<file path="src/rtl/i2ct_pkg.sv">
`timescale 1ns/1ps
// Shared types and constants for the I2C target.
// Assumes byte-wide transfers with a ninth acknowledge clock.
package i2ct_pkg;
    localparam int          BYTE_W    = 8;
    localparam int          BITC_W    = 4;
    localparam logic [3:0]  ACK_SLOT  = 4'd8;
    localparam logic [4:0]  TEN_HDR   = 5'b11110;

    typedef enum logic [2:0] {
        ST_IDLE,   // bus free or not yet started
        ST_ADR1,   // first (or only) address byte
        ST_ADR2,   // second 10-bit address byte
        ST_RX,     // controller writes data
        ST_TX,     // controller reads data
        ST_HOLD    // not addressed / read ended: stay off the bus
    } tgt_state_e;
endpackage

</file>
<file path="src/rtl/i2ct_sync.sv">
`timescale 1ns/1ps
// Multi-stage synchronizer for asynchronous bus lines.
// Assumes STAGES >= 2; resets to the released (high) bus level.
module i2ct_sync #(
    parameter int WIDTH  = 2,
    parameter int STAGES = 2
) (
    input  logic             clk,
    input  logic             rst_n,
    input  logic [WIDTH-1:0] d,
    output logic [WIDTH-1:0] q
);
    for (genvar i = 0; i < WIDTH; i++) begin : g_line
        logic [STAGES-1:0] chain;
        // Shift the raw level through the flop chain.
        always_ff @(posedge clk) begin
            if (!rst_n) chain <= '1;
            else        chain <= {chain[STAGES-2:0], d[i]};
        end
        assign q[i] = chain[STAGES-1];
    end
endmodule

</file>
<file path="src/rtl/i2ct_busmon.sv">
`timescale 1ns/1ps
// Detects SCL edges and start/stop conditions on synchronized lines.
// Assumes both inputs already come out of a synchronizer.
module i2ct_busmon (
    input  logic clk,
    input  logic rst_n,
    input  logic scl_s,
    input  logic sda_s,
    output logic scl_rise,
    output logic scl_fall,
    output logic start_ev,
    output logic stop_ev
);
    logic scl_p, sda_p;

    // Remember last sample of each line.
    always_ff @(posedge clk) begin
        if (!rst_n) begin
            scl_p <= 1'b1;
            sda_p <= 1'b1;
        end else begin
            scl_p <= scl_s;
            sda_p <= sda_s;
        end
    end

    assign scl_rise = !scl_p && scl_s;
    assign scl_fall = scl_p && !scl_s;
    assign start_ev = scl_p && scl_s && sda_p && !sda_s;
    assign stop_ev  = scl_p && scl_s && !sda_p && sda_s;
endmodule

</file>
<file path="src/rtl/i2ct_stretch.sv">
`timescale 1ns/1ps
// Down-counter that holds SCL low for a loaded number of cycles.
// 'last' flags the final held cycle (or no hold at all).
module i2ct_stretch #(
    parameter int CNT_W = 8
) (
    input  logic             clk,
    input  logic             rst_n,
    input  logic             clr,
    input  logic             load,
    input  logic [CNT_W-1:0] len,
    output logic             hold,
    output logic             last
);
    logic [CNT_W-1:0] cnt_q;

    // Load on request, otherwise count down to zero.
    always_ff @(posedge clk) begin
        if (!rst_n || clr)     cnt_q <= '0;
        else if (load)         cnt_q <= len;
        else if (cnt_q != '0)  cnt_q <= cnt_q - 1'b1;
    end

    assign hold = (cnt_q != '0);
    assign last = (cnt_q <= CNT_W'(1));

    // with a zero length configured, an idle timer stays idle
    p_zero_len_idle_r8: assert property (@(posedge clk) disable iff (!rst_n)
        (len == '0 && !hold) |=> !hold);
endmodule

</file>
<file path="src/rtl/i2c_target.sv">
`timescale 1ns/1ps
// I2C target: address match (7/10-bit), byte receive/transmit,
// optional clock stretching. Assumes clk is much faster than SCL
// and that the lines are wired-AND with external pull-ups.
module i2c_target
    import i2ct_pkg::*;
#(
    parameter int ADDR_W    = 10,
    parameter int STRETCH_W = 8,
    parameter int SYNC_N    = 2
) (
    input  logic                 clk,
    input  logic                 rst_n,
    input  logic                 scl_i,
    input  logic                 sda_i,
    output logic                 scl_oe,
    output logic                 sda_oe,
    input  logic [ADDR_W-1:0]    cfg_addr,
    input  logic                 cfg_ten,
    input  logic [STRETCH_W-1:0] cfg_stretch,
    output logic [BYTE_W-1:0]    rx_data,
    output logic                 rx_valid,
    input  logic [BYTE_W-1:0]    tx_data,
    output logic                 tx_taken
);
    logic scl_s, sda_s, scl_rise, scl_fall, start_ev, stop_ev;
    logic st_hold, st_last;

    tgt_state_e          state_q, state_d;
    logic [BITC_W-1:0]   bit_q, bit_d;
    logic [BYTE_W-1:0]   sh_q, sh_d, rxd_q, rxd_d;
    logic                rw_q, rw_d, nack_q, nack_d, rxv_d, txt_d;
    logic                hi_q, pend_q, sda_oe_q, rxv_q, txt_q;
    logic                fall_ok, match1, engaged_d, sda_want, st_load;

    i2ct_sync #(.WIDTH(2), .STAGES(SYNC_N)) u_sync (
        .clk(clk), .rst_n(rst_n), .d({scl_i, sda_i}), .q({scl_s, sda_s}));

    i2ct_busmon u_mon (
        .clk(clk), .rst_n(rst_n), .scl_s(scl_s), .sda_s(sda_s),
        .scl_rise(scl_rise), .scl_fall(scl_fall),
        .start_ev(start_ev), .stop_ev(stop_ev));

    i2ct_stretch #(.CNT_W(STRETCH_W)) u_str (
        .clk(clk), .rst_n(rst_n), .clr(start_ev || stop_ev),
        .load(st_load), .len(cfg_stretch), .hold(st_hold), .last(st_last));

    assign fall_ok = scl_fall && hi_q &&
                     (state_q inside {ST_ADR1, ST_ADR2, ST_RX, ST_TX});
    assign match1  = cfg_ten ? (sh_q[7:3] == TEN_HDR && sh_q[2:1] == cfg_addr[9:8])
                             : (sh_q[7:1] == cfg_addr[6:0]);

    // Next-state logic: conditions, bit sampling and byte boundaries.
    always_comb begin
        state_d = state_q; bit_d = bit_q; sh_d = sh_q; rw_d = rw_q;
        nack_d = nack_q; rxd_d = rxd_q; rxv_d = 1'b0; txt_d = 1'b0;
        if (start_ev) begin
            state_d = ST_ADR1; bit_d = '0; nack_d = 1'b0;
        end else if (stop_ev) begin
            state_d = ST_IDLE; bit_d = '0;
        end else if (scl_rise) begin
            if (state_q inside {ST_ADR1, ST_ADR2, ST_RX} && bit_q < ACK_SLOT)
                sh_d = {sh_q[BYTE_W-2:0], sda_s};
            if (state_q == ST_TX && bit_q == ACK_SLOT)
                nack_d = sda_s;
        end else if (fall_ok) begin
            if (bit_q == ACK_SLOT - 1) begin
                bit_d = ACK_SLOT;
                case (state_q)
                    ST_ADR1: if (match1) rw_d = sh_q[0]; else state_d = ST_HOLD;
                    ST_ADR2: if (sh_q != cfg_addr[7:0]) state_d = ST_HOLD;
                    ST_RX:   begin rxv_d = 1'b1; rxd_d = sh_q; end
                    default: ;
                endcase
            end else if (bit_q == ACK_SLOT) begin
                bit_d = '0;
                if ((state_q == ST_ADR1 && cfg_ten) || state_q == ST_RX) begin
                    state_d = (state_q == ST_RX) ? ST_RX : ST_ADR2;
                end else if (state_q == ST_TX && nack_q) begin
                    state_d = ST_HOLD;
                end else if (state_q == ST_TX || rw_q) begin
                    state_d = ST_TX; sh_d = tx_data; txt_d = 1'b1;
                end else begin
                    state_d = ST_RX;
                end
            end else begin
                bit_d = BITC_W'(bit_q + 1'b1);
                if (state_q == ST_TX) sh_d = {sh_q[BYTE_W-2:0], 1'b1};
            end
        end
    end

    assign engaged_d = (state_d inside {ST_ADR2, ST_RX, ST_TX}) ||
                       (state_d == ST_ADR1 && bit_d == ACK_SLOT);
    assign st_load   = fall_ok && engaged_d && (cfg_stretch != '0);
    assign sda_want  = (bit_q == ACK_SLOT && state_q inside {ST_ADR1, ST_ADR2, ST_RX}) ||
                       (state_q == ST_TX && bit_q < ACK_SLOT && !sh_q[BYTE_W-1]);

    // State registers and strobes.
    always_ff @(posedge clk) begin
        if (!rst_n) begin
            state_q <= ST_IDLE; bit_q <= '0; sh_q <= '1; rw_q <= 1'b0;
            nack_q <= 1'b0; rxd_q <= '0; rxv_q <= 1'b0; txt_q <= 1'b0;
            hi_q <= 1'b0;
        end else begin
            state_q <= state_d; bit_q <= bit_d; sh_q <= sh_d; rw_q <= rw_d;
            nack_q <= nack_d; rxd_q <= rxd_d; rxv_q <= rxv_d; txt_q <= txt_d;
            if (start_ev || scl_fall) hi_q <= 1'b0;
            else if (scl_rise)        hi_q <= 1'b1;
        end
    end

    // Present the next SDA level once the stretch (if any) ends.
    always_ff @(posedge clk) begin
        if (!rst_n || start_ev || stop_ev) begin
            pend_q <= 1'b0; sda_oe_q <= 1'b0;
        end else if (fall_ok) begin
            pend_q <= 1'b1;
        end else if (pend_q && st_last) begin
            pend_q <= 1'b0; sda_oe_q <= sda_want;
        end
    end

    assign scl_oe   = st_hold;
    assign sda_oe   = sda_oe_q;
    assign rx_data  = rxd_q;
    assign rx_valid = rxv_q;
    assign tx_taken = txt_q;

    // an unaddressed or finished target stays off both lines
    p_quiet_hold_r11: assert property (@(posedge clk) disable iff (!rst_n)
        (state_q == ST_HOLD) |-> (!sda_oe_q && !scl_oe));
    // SDA drive only changes while the sampled clock is low
    p_sda_change_low_r9: assert property (@(posedge clk) disable iff (!rst_n)
        !$stable(sda_oe_q) |-> !$past(scl_s));
    // a received byte is reported before its acknowledge is driven
    p_rx_before_ack_r4: assert property (@(posedge clk) disable iff (!rst_n)
        rx_valid |-> !sda_oe_q);
    // SDA is released in the controller's acknowledge slot
    p_tx_ack_release_r5: assert property (@(posedge clk) disable iff (!rst_n)
        (state_q == ST_TX && bit_q == ACK_SLOT && !pend_q) |-> !sda_oe_q);
    // a stretch only begins together with a pending bit
    p_stretch_with_bit_r8: assert property (@(posedge clk) disable iff (!rst_n)
        $rose(scl_oe) |-> pend_q);
endmodule

</file>
<file path="config.mk">
export PLATFORM = sky130hd
export DESIGN_NAME = i2c_target
export DESIGN_NICKNAME = d
export VERILOG_FILES = /design/src/rtl/i2ct_pkg.sv /design/src/rtl/i2ct_sync.sv /design/src/rtl/i2ct_busmon.sv /design/src/rtl/i2ct_stretch.sv /design/src/rtl/i2c_target.sv
export SDC_FILE = /design/constraint.sdc
export NUM_CORES = 1
export LEC_CHECK = 0
export CAP_MARGIN = 40
export CORE_MARGIN = 2
export CORE_UTILIZATION = 30
export DETAILED_ROUTE_END_ITERATION = 7
export MAX_ROUTING_LAYER = met4
export PLACE_DENSITY = 0.56
export SLEW_MARGIN = 10
export SYNTH_ARGS = -nofsm -noshare
export SYNTH_HDL_FRONTEND = slang
export SYNTH_SLANG_ARGS = --single-unit
</file>
<file path="constraint.sdc">
create_clock -name clk -period 5.6 [get_ports clk]
set_input_delay 0.84 -clock clk [delete_from_list [all_inputs] [get_ports clk]]
set_output_delay 0.84 -clock clk [all_outputs]
set_load 0.005 [all_outputs]
</file>
==> results.md <==
Run status:
- The run finished with clean final reports.

STA:
- The count of endpoints failing setup in the final report is 0.
- The final critical path time including I/O delays and setup is around 3.4 ns.
- Setup repair after global routing left no endpoint under its margin.
- The final-report max-slew violation count is 0.
- The final number of hold-violating endpoints came to 0.
- The sum of negative setup slack is 0 ns.
- The worst setup skew after layout is approximately 0.009 ns.
- The top achievable clock speed is 298 MHz.
- The tightest slew margin relative to the limit is 0.512.
- The worst-margin pin slew is roughly 0.73 ns.
- The period utilization is 0.598.

Critical path:
- Traced cell by cell, the critical path runs through clkdlybuf4s50_1, nand2_1, nor4_1, a2111oi_0, o41ai_1, or2_2, a31o_1, mux2i_1.
- The cell family contributing the most delay on the critical path is compound AO/OA/AOI/OAI gates.
- The worst setup path is captured at a flop.
- The maximum single-stage delay on the critical path is 0.67 ns.
- The worst register-to-register path ends at u_str.cnt_q[7].
- The startpoint class of the critical path is an input pin.
- Data arrives at the worst endpoint at around 3.6 ns.
- The launch point of the worst reg-to-reg path is state_q[1].
- The setup path with the least slack is of type input pin to flop.
- The register-to-register setup slack is about 2.7 ns.
- The slowest stage of the critical path is the sky130_fd_sc_hd__o41ai_1 cell.
- For the worst setup path, the data required time is a little under 6 ns.
- The count of cells along the worst register-to-register path is 7.
- The maximum fanout count along the critical path is 8.
- The number of buffer and inverter instances along the worst setup path is 1.

Power:
- Power spread over the standard cell area amounts to roughly 250 nW/um^2.
- The analysis attributes to cell leakage a power of 1.18 nW.
- The worst ir drop on vdd is 128 uV.

Logic synthesis:
- The count of unique library cells instantiated by Yosys is 57.
- The post-synthesis net count is 328.
- For this run, the number of Yosys warnings is 0.
- A synthesized cell averages approximately 8.6 sq um.
- The cell area after synthesis is 2520 sq um.
- The prevailing post-synth register cell is sky130_fd_sc_hd__dfxtp_1.
- The number of standard cells after synthesis is between 200 and 300.
- The count of flip-flops with a built-in enable after synthesis is 0.
- Synthesis inferred between 40 and 50 register bits.
- For this run, the register share of the synthesized area comes to 0.350.
- The post-synthesis async set-or-reset flop share is 0.

Route:
- Once detail routing completed, the nets flagged for antenna violations numbered 0.
- The routed length per placed instance is 14.0 um.
- The total vias in the final route is ~2100.
- The number of DRC violations after detailed-routing iteration 0 is 101.
- The via density per instance is 4.91.
- The number of remaining DRC errors is 0.
- Before antenna repair, the detailed router went through 4 iterations.
- The aggregate routed wire length is slightly above 6 mm.

Final layout:
- The area used by multi-input combinational logic is approximately 1500 sq um.
- The total of fill cells in the finished design is ~840.
- The finished layout holds roughly 440 standard cells, fillers aside.
- Summing all flip-flop and latch instances after layout gives 881 sq um.
- The count of antenna diodes in the layout is 0.
- The area growth from synthesis to final layout is 24.4%.
- The final net count is roughly 370.
- The share of final-layout standard cells stronger than drive strength 1 is 0.0906.
- Measured on the finished design, the core utilization comes to 0.384.

Placement:
- The count of buffers from port buffering is 42.
- The placer's final routability congestion estimate is ~0.85.
- The post-detailed-placement half-perimeter wirelength is 4.59 mm.
- Counting tap cells, the placed design contains a total of 428 instances.

Global routing:
- The total overflow left after global routing is 0.
- The via count of the first global-routing pass is between 2000 and 2500.
- The number of antenna violations at the first check in global routing is 0.
- The wire length of the first global-routing pass is 10.1 mm.
- In the global route stage, overall resource usage came out at 0.146.
- Entering global routing, the biggest net connects 21 pins.

Floorplanning:
- The number of top-level pins is between 40 and 50.
- The die area is just over 9000 sq um.
- The vertical die dimension is between 90 and 100 um.
- For this configuration, the core starts out at a cell density of 0.308.
- The die is about 96 um wide.
- After floorplanning, the core was divided into 33 placement rows.
- The area inside the core boundary is ~8200 sq um.

Clock tree:
- The hold buffer count at cts is 0.
- After clock tree synthesis, the setup repair step added 0 buffers.
- CTS saw 44 sinks.
- The clock tree synthesis step divided the H-tree into 2 levels.
- The clock tree from TritonCTS is done.
- The maximum count of clock buffers along a single path is 2.
- The clock slew seen by the registers of the worst setup and hold paths is approximately 0.09 ns.
- The post-cts resize count is 0.
- The root buffer cell chosen for the clock tree is sky130_fd_sc_hd__clkbuf_8.
- Buffers inserted during clock tree synthesis total 5.
- The insertion delay of the later-clocked pin in the worst-skew pair is around 0.3 ns.

Job:
- The max-cap violation count is 0.

Min path:
- The worst hold path terminates at u_sync.g_line[0].chain[1].
- The worst hold path belongs to the class flop to flop.
- The worst hold path depth is 1.
- The hold path startpoint is u_sync.g_line[0].chain[0].
==> where the power goes <==
part / internal, mW / switching, mW / leakage, nW / total [mW]
sequential: 0.332 / 0.0176 / 0.357 / 0.350
combinational: 0.0901 / 0.101 / 0.760 / 0.191
clock: 0.135 / 0.121 / 0.0583 / 0.256
==> worst reg2reg max path, delay by kind of cell (launching register included) <==
family | cells | cell delay, ns
DFF | 1 | 0.44
muxes | 1 | 0.24
and+or+nand+nor | 1 | 0.56
AOI/OAI and AO/OA | 5 | 1.59
==> how the worst max path moves through the flow <==
stage,startpoint,end,slack [ns],depth (start not counted)
finish,cfg_ten,u_str.cnt_q[7],2.25,8
global placement,cfg_ten,u_str.cnt_q[6],1.94,8
detailed placement,cfg_addr[5],u_str.cnt_q[7],1.95,8
global route,cfg_ten,u_str.cnt_q[1],2.05,8
floorplan,cfg_addr[6],u_str.cnt_q[1],3.06,8
CTS,cfg_ten,u_str.cnt_q[7],2.27,8
==> synthesized netlist by cell type (all sizes together), types with 4 or more instances <==
master  instances  area share
a21oi          12       0.027
dfxtp          44        0.35
nor3            7       0.014
nor2           23       0.034
nor4            9       0.022
nand3           9       0.018
clkbuf         11       0.016
inv             9       0.013
nand2b          8       0.020
o21ai           8       0.016
xor2           21       0.073
ha              4       0.020
mux2i          26        0.10
nand2          40       0.060
mux2            8       0.036
==> layer usage <==
layer	part of all wire	vias to the layer above	GRT usage
met3	0.031	5	0.0245
met1	0.50	993	0.204
li1	-	1110	-
met4	0.014	0	0.0500
met5	0	-	-
met2	0.45	31	0.213
==> kinds of logic after synthesis <==
group,after synthesis,synth area share
AOI/OAI and AO/OA,48,0.140
and+or+nand+nor,118,0.235
xor gates and xnor gates,22,0.0765
buffers and inverters,23,0.0402
muxes,34,0.139
adders and majority gates,4,0.0199
DFF,44,0.350
==> metrics by stage <==
| step | worst slack [ns] | cell area, sq um | hold slack, ns | power [mW] |
|---|---|---|---|---|
| after floorplan | 3.06 | 2520 | 0.386 | 0.483 |
| after global placement | 1.94 | 3010 | 0.388 | 0.544 |
| after detailed placement | 1.95 | 3020 | 0.392 | 0.549 |
| after CTS | 2.27 | 3140 | 0.415 | 0.806 |
| after global routing | 2.05 | 3140 | 0.447 | 0.847 |
| final | 2.25 | 3140 | 0.413 | 0.796 |
==> sequential cells by signal, indices dropped and copies added, names as in the netlist, 3 cells and up <==
register             cells
u_sync.g_line.chain      4
sh_q                     8
bit_q                    4
state_q                  3
rx_data                  8
u_str.cnt_q              8
==> final cells by class <==
class	instances	share of cell area
Clock inverter	3	0.0152
Timing Repair Buffer	44	0.139
Sequential cell	44	0.281
Clock buffer	5	0.0219
Multi-Input combinational cell	226	0.490
Tap cell	105	0.0419
Inverter	9	0.0108
==> layout by cell type, fill, tap and decap left out, types with 3 or more instances in the layout <==
master / synthesis / layout
sky130_fd_sc_hd__nor4_1: 9 / 9
sky130_fd_sc_hd__clkbuf_8: 0 / 5
sky130_fd_sc_hd__inv_1: 9 / 9
sky130_fd_sc_hd__ha_1: 4 / 4
sky130_fd_sc_hd__o21ai_0: 7 / 7
sky130_fd_sc_hd__nor2_1: 23 / 23
sky130_fd_sc_hd__dfxtp_1: 44 / 44
sky130_fd_sc_hd__nor3_1: 7 / 7
sky130_fd_sc_hd__nand3_1: 9 / 9
sky130_fd_sc_hd__xor2_1: 21 / 21
sky130_fd_sc_hd__a21oi_1: 10 / 10
sky130_fd_sc_hd__nand2_1: 40 / 40
sky130_fd_sc_hd__o211ai_1: 3 / 3
sky130_fd_sc_hd__mux2i_1: 26 / 26
sky130_fd_sc_hd__clkdlybuf4s50_1: 0 / 42
sky130_fd_sc_hd__mux2_2: 8 / 8
sky130_fd_sc_hd__o41ai_1: 3 / 3
sky130_fd_sc_hd__nand2b_1: 8 / 8
No activity file was read; power rests on OpenSTA's default activity.
